File: config.mk
export PLATFORM = sky130hd
export DESIGN_NAME = wake_gen
export DESIGN_NICKNAME = d
export VERILOG_FILES = /design/src/rtl/wkg_pkg.sv /design/src/rtl/wkg_sync.sv /design/src/rtl/wkg_regs.sv /design/src/rtl/wkg_wake.sv /design/src/rtl/wake_gen.sv
export SDC_FILE = /design/constraint.sdc
export NUM_CORES = 1
export LEC_CHECK = 0
export ABC_AREA = 1
export BUFFER_PORTS_ARGS = -buffer_cell sky130_fd_sc_hd__buf_2
export CAP_MARGIN = 15
export CORE_UTILIZATION = 58
export CTS_CLUSTER_DIAMETER = 150
export DETAILED_ROUTE_END_ITERATION = 7
export PLACE_DENSITY = 0.88
export SETUP_SLACK_MARGIN = 0.05
export SLEW_MARGIN = 5
export SYNTH_ARGS = -nofsm -noshare
export SYNTH_HDL_FRONTEND = slang
export SYNTH_SLANG_ARGS = --single-unit
File: constraint.sdc
create_clock -name clk -period 6.2 [get_ports clk]
set_clock_uncertainty 0.2 [all_clocks]
set_input_delay 0.62 -clock clk [delete_from_list [all_inputs] [get_ports clk]]
set_output_delay 0.62 -clock clk [all_outputs]
set_load 0.01 [all_outputs]
File: src/rtl/wkg_pkg.sv
package wkg_pkg;

    localparam int WORD_W         = 32;
    localparam int NUM_CPU        = 2;
    localparam int ADDR_W         = 12;
    localparam int IDX_W          = 8;
    localparam int MODE_INDEP_BIT = 5;

    localparam logic [ADDR_W-1:0] MODE_ADDR = 12'h800;
    localparam logic [ADDR_W-1:0] AUX0_ADDR = 12'h804;
    localparam logic [ADDR_W-1:0] AUX1_ADDR = 12'h808;

    typedef enum logic [2:0] {
        SEL_NONE,
        SEL_EN,
        SEL_MODE,
        SEL_AUX0,
        SEL_AUX1
    } sel_e;

    typedef struct packed {
        sel_e             sel;
        logic             cpu;
        logic [IDX_W-1:0] word;
    } dec_t;

    // Bit 11 clear: enable banks, bit 10 picks the CPU (0x400 stride),
    // bits 9:2 pick the word. Bit 11 set: mode and auxiliary words.
    function automatic dec_t decode(input logic [ADDR_W-1:0] a, input int nwords);
        dec_t d;
        d.sel  = SEL_NONE;
        d.cpu  = a[10];
        d.word = a[9:2];
        if (a[1:0] == 2'b00) begin
            if (!a[11]) begin
                if (int'(a[9:2]) < nwords) d.sel = SEL_EN;
            end else if (a == MODE_ADDR) begin
                d.sel = SEL_MODE;
            end else if (a == AUX0_ADDR) begin
                d.sel = SEL_AUX0;
            end else if (a == AUX1_ADDR) begin
                d.sel = SEL_AUX1;
            end
        end
        return d;
    endfunction

endpackage

File: src/rtl/wkg_sync.sv
module wkg_sync #(
    parameter int W = 160
) (
    input  logic         clk,
    input  logic         rst,
    input  logic [W-1:0] d,
    output logic [W-1:0] q
);
    logic [W-1:0] stage1;

    always_ff @(posedge clk) begin
        if (rst) begin
            stage1 <= '0;
            q      <= '0;
        end else begin
            stage1 <= d;
            q      <= stage1;
        end
    end
endmodule

File: src/rtl/wkg_regs.sv
module wkg_regs
    import wkg_pkg::*;
#(
    parameter int NUM_WORDS = 5,
    localparam int NUM_LINES = NUM_WORDS * WORD_W
) (
    input  logic                              clk,
    input  logic                              rst,
    input  logic                              we,
    input  logic [ADDR_W-1:0]                 addr,
    input  logic [WORD_W-1:0]                 wdata,
    output logic [WORD_W-1:0]                 rdata,
    output logic [NUM_CPU-1:0][NUM_LINES-1:0] en_o,
    output logic                              indep_o
);
    dec_t              dec;
    logic [WORD_W-1:0] en_q [NUM_CPU][NUM_WORDS];
    logic [WORD_W-1:0] mode_q, aux0_q, aux1_q;

    assign dec = decode(addr, NUM_WORDS);

    for (genvar c = 0; c < NUM_CPU; c++) begin : g_cpu
        localparam logic CPU_ID = 1'(c);
        for (genvar w = 0; w < NUM_WORDS; w++) begin : g_word
            localparam logic [IDX_W-1:0] WORD_ID = IDX_W'(w);
            always_ff @(posedge clk) begin
                if (rst)
                    en_q[c][w] <= '0;
                else if (we && dec.sel == SEL_EN && dec.cpu == CPU_ID && dec.word == WORD_ID)
                    en_q[c][w] <= wdata;
            end
            assign en_o[c][w*WORD_W +: WORD_W] = en_q[c][w];
        end
    end

    always_ff @(posedge clk) begin
        if (rst) begin
            mode_q <= '0;
            aux0_q <= '0;
            aux1_q <= '0;
        end else if (we) begin
            case (dec.sel)
                SEL_MODE: mode_q <= wdata;
                SEL_AUX0: aux0_q <= wdata;
                SEL_AUX1: aux1_q <= wdata;
                default:  ;
            endcase
        end
    end

    always_comb begin
        rdata = '0;
        case (dec.sel)
            SEL_EN: begin
                for (int c = 0; c < NUM_CPU; c++)
                    for (int w = 0; w < NUM_WORDS; w++)
                        if (dec.cpu == 1'(c) && dec.word == IDX_W'(w))
                            rdata = en_q[c][w];
            end
            SEL_MODE: rdata = mode_q;
            SEL_AUX0: rdata = aux0_q;
            SEL_AUX1: rdata = aux1_q;
            default:  rdata = '0;
        endcase
    end

    assign indep_o = mode_q[MODE_INDEP_BIT];
endmodule

File: src/rtl/wkg_wake.sv
module wkg_wake
    import wkg_pkg::*;
#(
    parameter int NUM_LINES = 160
) (
    input  logic                              clk,
    input  logic                              rst,
    input  logic [NUM_LINES-1:0]              irq_s,
    input  logic [NUM_CPU-1:0][NUM_LINES-1:0] en,
    input  logic                              indep,
    output logic [NUM_CPU-1:0]                wake_o
);
    logic [NUM_CPU-1:0] req;

    for (genvar c = 0; c < NUM_CPU; c++) begin : g_req
        assign req[c] = |(irq_s & en[c]);
    end

    always_ff @(posedge clk) begin
        if (rst)
            wake_o <= '0;
        else if (indep)
            wake_o <= req;
        else
            wake_o <= {NUM_CPU{|req}};
    end
endmodule

File: src/rtl/wake_gen.sv
module wake_gen
    import wkg_pkg::*;
#(
    parameter int NUM_WORDS = 5,
    localparam int NUM_LINES = NUM_WORDS * WORD_W
) (
    input  logic                 clk,
    input  logic                 rst,
    input  logic [NUM_LINES-1:0] irq_in,
    output logic [NUM_LINES-1:0] irq_fwd,
    input  logic                 reg_we,
    input  logic [ADDR_W-1:0]    reg_addr,
    input  logic [WORD_W-1:0]    reg_wdata,
    output logic [WORD_W-1:0]    reg_rdata,
    output logic [NUM_CPU-1:0]   wake_o
);
    logic [NUM_LINES-1:0]              irq_s;
    logic [NUM_CPU-1:0][NUM_LINES-1:0] en_all;
    logic                              mode_indep;

    assign irq_fwd = irq_in;

    wkg_sync #(.W(NUM_LINES)) u_sync (
        .clk (clk),
        .rst (rst),
        .d   (irq_in),
        .q   (irq_s)
    );

    wkg_regs #(.NUM_WORDS(NUM_WORDS)) u_regs (
        .clk     (clk),
        .rst     (rst),
        .we      (reg_we),
        .addr    (reg_addr),
        .wdata   (reg_wdata),
        .rdata   (reg_rdata),
        .en_o    (en_all),
        .indep_o (mode_indep)
    );

    wkg_wake #(.NUM_LINES(NUM_LINES)) u_wake (
        .clk    (clk),
        .rst    (rst),
        .irq_s  (irq_s),
        .en     (en_all),
        .indep  (mode_indep),
        .wake_o (wake_o)
    );
endmodule

== Word level (Yosys, flattened, before mapping) ==
Memory sizes are Yosys's and may differ from the RTL's.
Index checks and enable logic that the tools add are counted.
Storage, ports and cells
  register bits after elaboration: 418
  bits in writable memories: 320
  output and inout port bits: 194
  logic and storage cells: 123
  memories: 1
  input port bits: 207
Memory list
  u_regs.en_q: words 2, bits a word 160, rd ports 2, clocked after memory_dff 0, wr ports 2, line wkg_regs.sv:17  | logic [WORD_W-1:0] en_q [NUM_CPU][NUM_WORDS];
Operators by class
  bitwise logic cells: 13
  reductions and logical operators: 31
  equality and inequality tests: 11
  multiplexer cells: 60
  magnitude comparators: 1
Operators by type and width (number)
  two-way mux 32 bit: 20
  bitwise AND 160 bit: 2
  OR reduction 160 bit: 2
  OR reduction 320 bit: 1
  case mux 32 bit (4 select lines): 1
  equality test 12 bit (second input constant): 3
  two-way mux 1 bit: 33
  logical AND 1 bit: 23
  equality test 8 x 2 -> 1 bit (second input constant): 2
  two-way mux 3 bit: 5
  OR 1 bit: 10
  equality test 8 x 1 -> 1 bit (second input constant): 1
  equality test 8 x 3 -> 1 bit (second input constant): 1
  logical NOT 8 bit: 1
  less-than comparator 8 x 3 -> 1 bit (second input constant): 1
  equality test 3 x 2 -> 1 bit (second input constant): 2
  AND reduction 2 bit: 3
  equality test 3 x 1 -> 1 bit (second input constant): 1
  equality test 3 bit (second input constant): 1
  logical NOT 2 bit: 1
  two-way mux 2 bit: 1
  inverter 1 bit: 1

== Depth between registers and ports, before layout ==
  depth after elaboration: 14
  depth in mapped cells: 14
  depth with buffers taken out: 14

== Hierarchy ==
From an unflattened synthesis, not the netlist that was laid out.
Second synthesis, totals
  cell total of the unflattened synthesis: 3869
  area, all modules: 31428.9 µm²
By module, submodules not included
  wkg_regs: cells an instance 2080, sequential area each 11531.1 µm², area each 18591.6 µm², instances 1
  wkg_sync: cells an instance 996, sequential area each 6406.1 µm², area each 9197.6 µm², instances 1
  wkg_wake: cells an instance 633, sequential area each 40.0 µm², area each 2438.6 µm², instances 1
  wake_gen: cells an instance 160, sequential area each 0.0 µm², area each 1201.2 µm², instances 1

== Least setup slack after synthesis ==
No wires, ideal clock.
  path kind: in2reg
  start: in reg_addr[1]
  end: mem u_regs.en_q[0][128] in the netlist's numbering, enable pin
  library setup time: 0.466 ns
  buffers on the path: 2
  path slack: 1.014 ns
  data required time: 5.534 ns
  arrival: 4.520 ns
  stages: 10
  cell sequence: or2_2 clkbuf_1 nor2_1 nand3_1 nand2_1 o21ai_0 nor3_4 buf_6 nand2_1 o21ai_0
RTL lines
  start: declaration: line wake_gen.sv:12  | input logic [ADDR_W-1:0] reg_addr,
  end: declaration: line wkg_regs.sv:17

== Worst setup path after layout ==
  start: in reg_addr[7]
  end: out reg_rdata[13]
On the way
  word-level cells in the longest chain between the ends: 13
  elaborated cells between the ends (all ways): 40
  classes of those cells: order compare (1); eq/ne (11); mux (17); reduce/logical (11)
Ends and longest elaborated chain
  logical NOT 8 bit: line wkg_regs.sv:57  | if (dec.cpu == 1'(c) && dec.word == IDX_W'(w))
  logical AND 1 bit: line wkg_regs.sv:57
  two-way mux 32 bit (10 in series): line wkg_regs.sv:57
  case mux 32 bit (4 select lines) (*): line wkg_regs.sv:53  | case (dec.sel)
  end: declaration: line wake_gen.sv:14  | output logic [WORD_W-1:0] reg_rdata,
Every way passes the cells marked *; elsewhere a longest branch is shown, timed or not.

==> impl_table.tex <==
\begin{tabular}{lr}
\hline
Metric & Value \\
\hline
\multicolumn{2}{l}{\textbf{Synth}} \\
\quad Number of cells produced by synthesis & 3669 \\
\quad Number of synthesized flops with an enable pin & 320 \\
\quad Syn\_nets & 3876 \\
\quad Post-synth design cell area & 30760 um2 \\
\quad Mean post-synth cell area & 8.385 um2 \\
\quad Synth Warn \# & 0 \\
\quad Sequential area share after synthesis & 0.5844 \\
\quad Most frequently used flop master after synthesis & dfxtp\_1 \\
\quad Number of unique standard cell types used by synthesis & 31 \\
\quad Share of synthesized registers carrying an async set or reset & 0 \\
\quad Seq cells post-synth & 738 \\
\multicolumn{2}{l}{\textbf{Drt}} \\
\quad Vias post-DR & 25026 \\
\quad Final wirelength & between 80000 and 90000 um \\
\quad Vias per std cell & 5.352 \\
\quad Average wire length per cell after detail routing & 18.80 um \\
\quad Detailed-route DRC error count & 0 \\
\quad First-iteration detailed-routing DRC count & between 2000 and 3000 \\
\quad Post-DRT Antenna Nets & 0 \\
\quad Number of optimization iterations in the first detailed-route pass & 6 \\
\multicolumn{2}{l}{\textbf{Layout}} \\
\quad Area added between synthesis and finish & 14.34\% \\
\quad Final Non-Filler Cells & 4676 \\
\quad Total area of sequential cells & 17980 um2 \\
\quad Filler cells & 4046 \\
\quad Final core utilization & 0.6707 \\
\quad Final Net Count & $\sim$4100 \\
\quad Area of combinational cells with multiple inputs & 8821 um2 \\
\quad Share of layout cells above drive strength 1 & 0.1463 \\
\multicolumn{2}{l}{\textbf{Timing}} \\
\quad Count of final max-slew check failures & 0 \\
\quad Hold Violations, Final & 0 \\
\quad RSZ-0062 raised after global routing & false \\
\quad Slew headroom & 0.2272 \\
\quad Post-layout minimum cycle time & 4.752 ns \\
\quad Aggregate negative setup slack & 0 ns \\
\quad Slew at the pin with the worst max-slew slack & 1.158 ns \\
\quad Period utilisation layout & 0.7665 \\
\quad Setup Viol. Count Final & 0 \\
\quad Fmax & 0.2104 GHz \\
\multicolumn{2}{l}{\textbf{Setup path}} \\
\quad Category of the worst setup path launch point & input port \\
\quad Endpoint required time on the critical path & 5.38 ns \\
\quad Worst-case register-to-register setup slack & 3.79 ns \\
\quad Category of the most critical setup path & in2out \\
\quad Worst Path Arrival & about 3.9 ns \\
\quad Setup crit end kind & output pin \\
\quad Critical path peak fanout & 27 \\
\multicolumn{2}{l}{\textbf{CTS}} \\
\quad Total CTS buffers & 73 \\
\quad Clock H-tree levels & 3 \\
\quad Root Buffer Master & clkbuf\_16 \\
\quad Insertion delay to the later sink of the worst-skew pair & 0.64 ns \\
\quad Clock sink total & around 740 \\
\quad Buffer levels on the longest clock path & 3 \\
\quad Register clock-pin slew on the reported worst setup and hold paths & 0.06 ns \\
\quad Buffer count from post-CTS setup fixing & 0 \\
\quad Clock tree from TritonCTS & built \\
\multicolumn{2}{l}{\textbf{Pwr}} \\
\quad Fraction of power consumed by sequential logic & 0.511 \\
\quad Proportion of total power due to net switching & 0.2302 \\
\quad Power density normalized to cell area & 300.5 nW/um2 \\
\quad Internal power & 8.136 mW \\
\quad Combinational share of power & 0.058 \\
\quad Max VDD drop & 0.2918 mV \\
\quad Leakage power total & roughly 16 nW \\
\quad Share of power burned in the clock network & 0.431 \\
\quad Net switching power & 2.433 mW \\
\multicolumn{2}{l}{\textbf{Placed design}} \\
\quad Count of buffers from port buffering & 400 \\
\quad GPL Wtd Cong & 1.003 \\
\quad Post-DP HPWL & just over 60000 um \\
\quad Placed insts & roughly 4500 \\
\multicolumn{2}{l}{\textbf{Global route}} \\
\quad Initial antenna violation count & 3 \\
\quad Global-route wire length before repair & 130700 um \\
\quad Total congestion overflow & 0 \\
\quad Total global-route track usage & 0.3231 \\
\quad Largest net degree at the start of global routing & 119 \\
\quad Vias in the first global route & $\sim$24000 \\
\multicolumn{2}{l}{\textbf{Die}} \\
\quad IO Pins & about 400 \\
\quad Overall die height & 232.3 um \\
\quad Die outline width & 232.3 um \\
\quad Std-Cell Core Area & 52450 um2 \\
\quad Initial standard-cell utilization of the core & 0.5866 \\
\quad Standard-cell rows & 84 \\
\quad Die area & 53970 um2 \\
\multicolumn{2}{l}{\textbf{Status}} \\
\quad Result of the run & finished, final reports clean \\
\multicolumn{2}{l}{\textbf{Hold path}} \\
\quad Class of the tightest hold or removal check & in2reg \\
\multicolumn{2}{l}{\textbf{Flow run}} \\
\quad Max-Cap Viols & 0 \\
\hline
\end{tabular}
[final timing paths]
kind / startpoint / endpoint / cells past startpoint
worst min register to register: u_sync.stage1[48]$_SDFF_PP0_ / u_sync.q[48]$_SDFF_PP0_ / 2
worst max register to register: u_regs.en_q[0][144]$_SDFFCE_PN0P_ / u_wake.wake_o[1]$_SDFF_PP0_ / 10
worst min-delay path: irq_in[7] / u_sync.stage1[7]$_SDFF_PP0_ / 3
worst max-delay path: reg_addr[7] / reg_rdata[13] / 15
[cells in the final DEF, fill, tap and decap left out, types with 2 or more instances in the layout]
cell / Yosys / routed
buf_2: 31 / 399
nand3b_1: 2 / 2
diode_2: 0 / 4
o21ai_2: 0 / 8
inv_4: 0 / 4
dfxtp_1: 418 / 418
clkbuf_1: 99 / 11
o21a_1: 32 / 32
inv_2: 1 / 2
and3_1: 2 / 2
clkinv_1: 34 / 40
or2_2: 10 / 10
clkbuf_8: 0 / 15
a22o_1: 34 / 34
buf_4: 163 / 35
a21oi_1: 107 / 107
nand2_1: 684 / 683
inv_6: 0 / 4
inv_1: 553 / 551
nor3_1: 11 / 11
nand3_1: 65 / 64
nand4_1: 74 / 74
bufinv_16: 0 / 2
o22ai_1: 32 / 32
edfxtp_1: 320 / 320
clkbuf_16: 0 / 81
clkinv_2: 0 / 11
dlygate4sd3_1: 0 / 51
nor3_4: 1 / 2
nor2_1: 858 / 858
o21ai_0: 84 / 76
nand4_4: 2 / 2
a211oi_1: 32 / 32
[Yosys cell counts (2+ instances only)]
| master | number | area, um2 |
|---|---|---|
| nand3b_1 | 2 | 15.01 |
| nand4_4 | 2 | 42.54 |
| nor2_1 | 858 | 3221 |
| nand2_1 | 684 | 2567 |
| and3_1 | 2 | 12.51 |
| o21ai_0 | 84 | 420.4 |
| nand4_1 | 74 | 462.9 |
| nor3_2 | 2 | 20.02 |
| a211oi_1 | 32 | 240.2 |
| buf_4 | 163 | 1224 |
| buf_2 | 31 | 155.2 |
| o21a_1 | 32 | 240.2 |
| dfxtp_1 | 418 | 8368 |
| o22ai_1 | 32 | 200.2 |
| nor3_1 | 11 | 55.05 |
| edfxtp_1 | 320 | 9609 |
| clkbuf_1 | 99 | 371.6 |
| inv_1 | 553 | 2076 |
| buf_1 | 13 | 48.80 |
| a21oi_1 | 107 | 535.5 |
| a22o_1 | 34 | 297.8 |
| nand3_1 | 65 | 325.3 |
| clkinv_1 | 34 | 127.6 |
| or2_2 | 10 | 62.56 |
[layout make-up]
| type | instances | share of cell area |
|---|---|---|
| clock inverters | 29 | 0.006759 |
| inverters | 588 | 0.06275 |
| flip-flops and latches | 738 | 0.5111 |
| multi-input cells | 2036 | 0.2508 |
| well taps | 688 | 0.02447 |
| repair buffers | 486 | 0.07918 |
| diodes | 4 | 0.0002846 |
| clock buffers | 107 | 0.06467 |
[per-layer routing]
metal	GRT usage	vias to the layer above	wire length, um
met5	0	-	0
met4	0.1904	0	5518
met2	0.5513	1452	43460
met1	0.3834	11521	31430
met3	0.05329	323	7515
li1	-	11730	-
[timing repair]
item,4_1_cts,5_1_grt
hold buffers,50,1
endpoints found under the hold margin,50,1
gates resized for setup,0,0
[power groups by stage]
stage          clock (mW)  combinational [mW]  sequential, mW
2_1_floorplan           0               0.382            5.44
3_3_place_gp            0               0.564            5.50
3_5_place_dp            0               0.573            5.50
4_1_cts              4.58               0.602            5.39
5_1_grt              4.78               0.674            5.41
6_report             4.56               0.615            5.40
[kinds of logic after synthesis]
kind of cell | count (synthesis) | share of synthesized area
buffers and inverters | 895 | 0.1306
and+or+nand+nor | 1714 | 0.2219
DFF | 738 | 0.5844
AOI/OAI and AO/OA | 322 | 0.06316
[worst max-delay path: stages]
cell and delay (ns):
buf_2 0.09, nor2_1 0.34, nand2_1 0.38, nor2_1 0.76
nand2_1 0.23, clkinv_1 0.59, nand2_1 0.10, nand2_1 0.13
nor2_1 0.10, nand4_1 0.11, nor2_1 0.06, nand3_1 0.11
nand2_1 0.09, nand2_1 0.08, buf_2 0.13
[state kept, by name, indices dropped and copies added (netlist names)]
register,count
u_regs.en_q,320
u_regs.aux0_q,32
u_regs.mode_q,32
u_sync.q,160
u_wake.wake_o,2
u_sync.stage1,160
u_regs.aux1_q,32
[metrics by stage]
| step | setup slack, ns | power, mW | hold slack [ns] | instance area, um2 |
|---|---|---|---|---|
| 6_report | 1.448 | 10.57 | 0.01318 | 35170 |
| 5_1_grt | 1.338 | 10.87 | 0.001886 | 35170 |
| 3_3_place_gp | 1.494 | 6.059 | 0.1915 | 32140 |
| 3_5_place_dp | 1.396 | 6.072 | 0.1916 | 32140 |
| 2_1_floorplan | 1.014 | 5.826 | 0.1883 | 30760 |
| 4_1_cts | 1.569 | 10.58 | 0.0003549 | 35150 |
(Power assumes the default switching activity.)
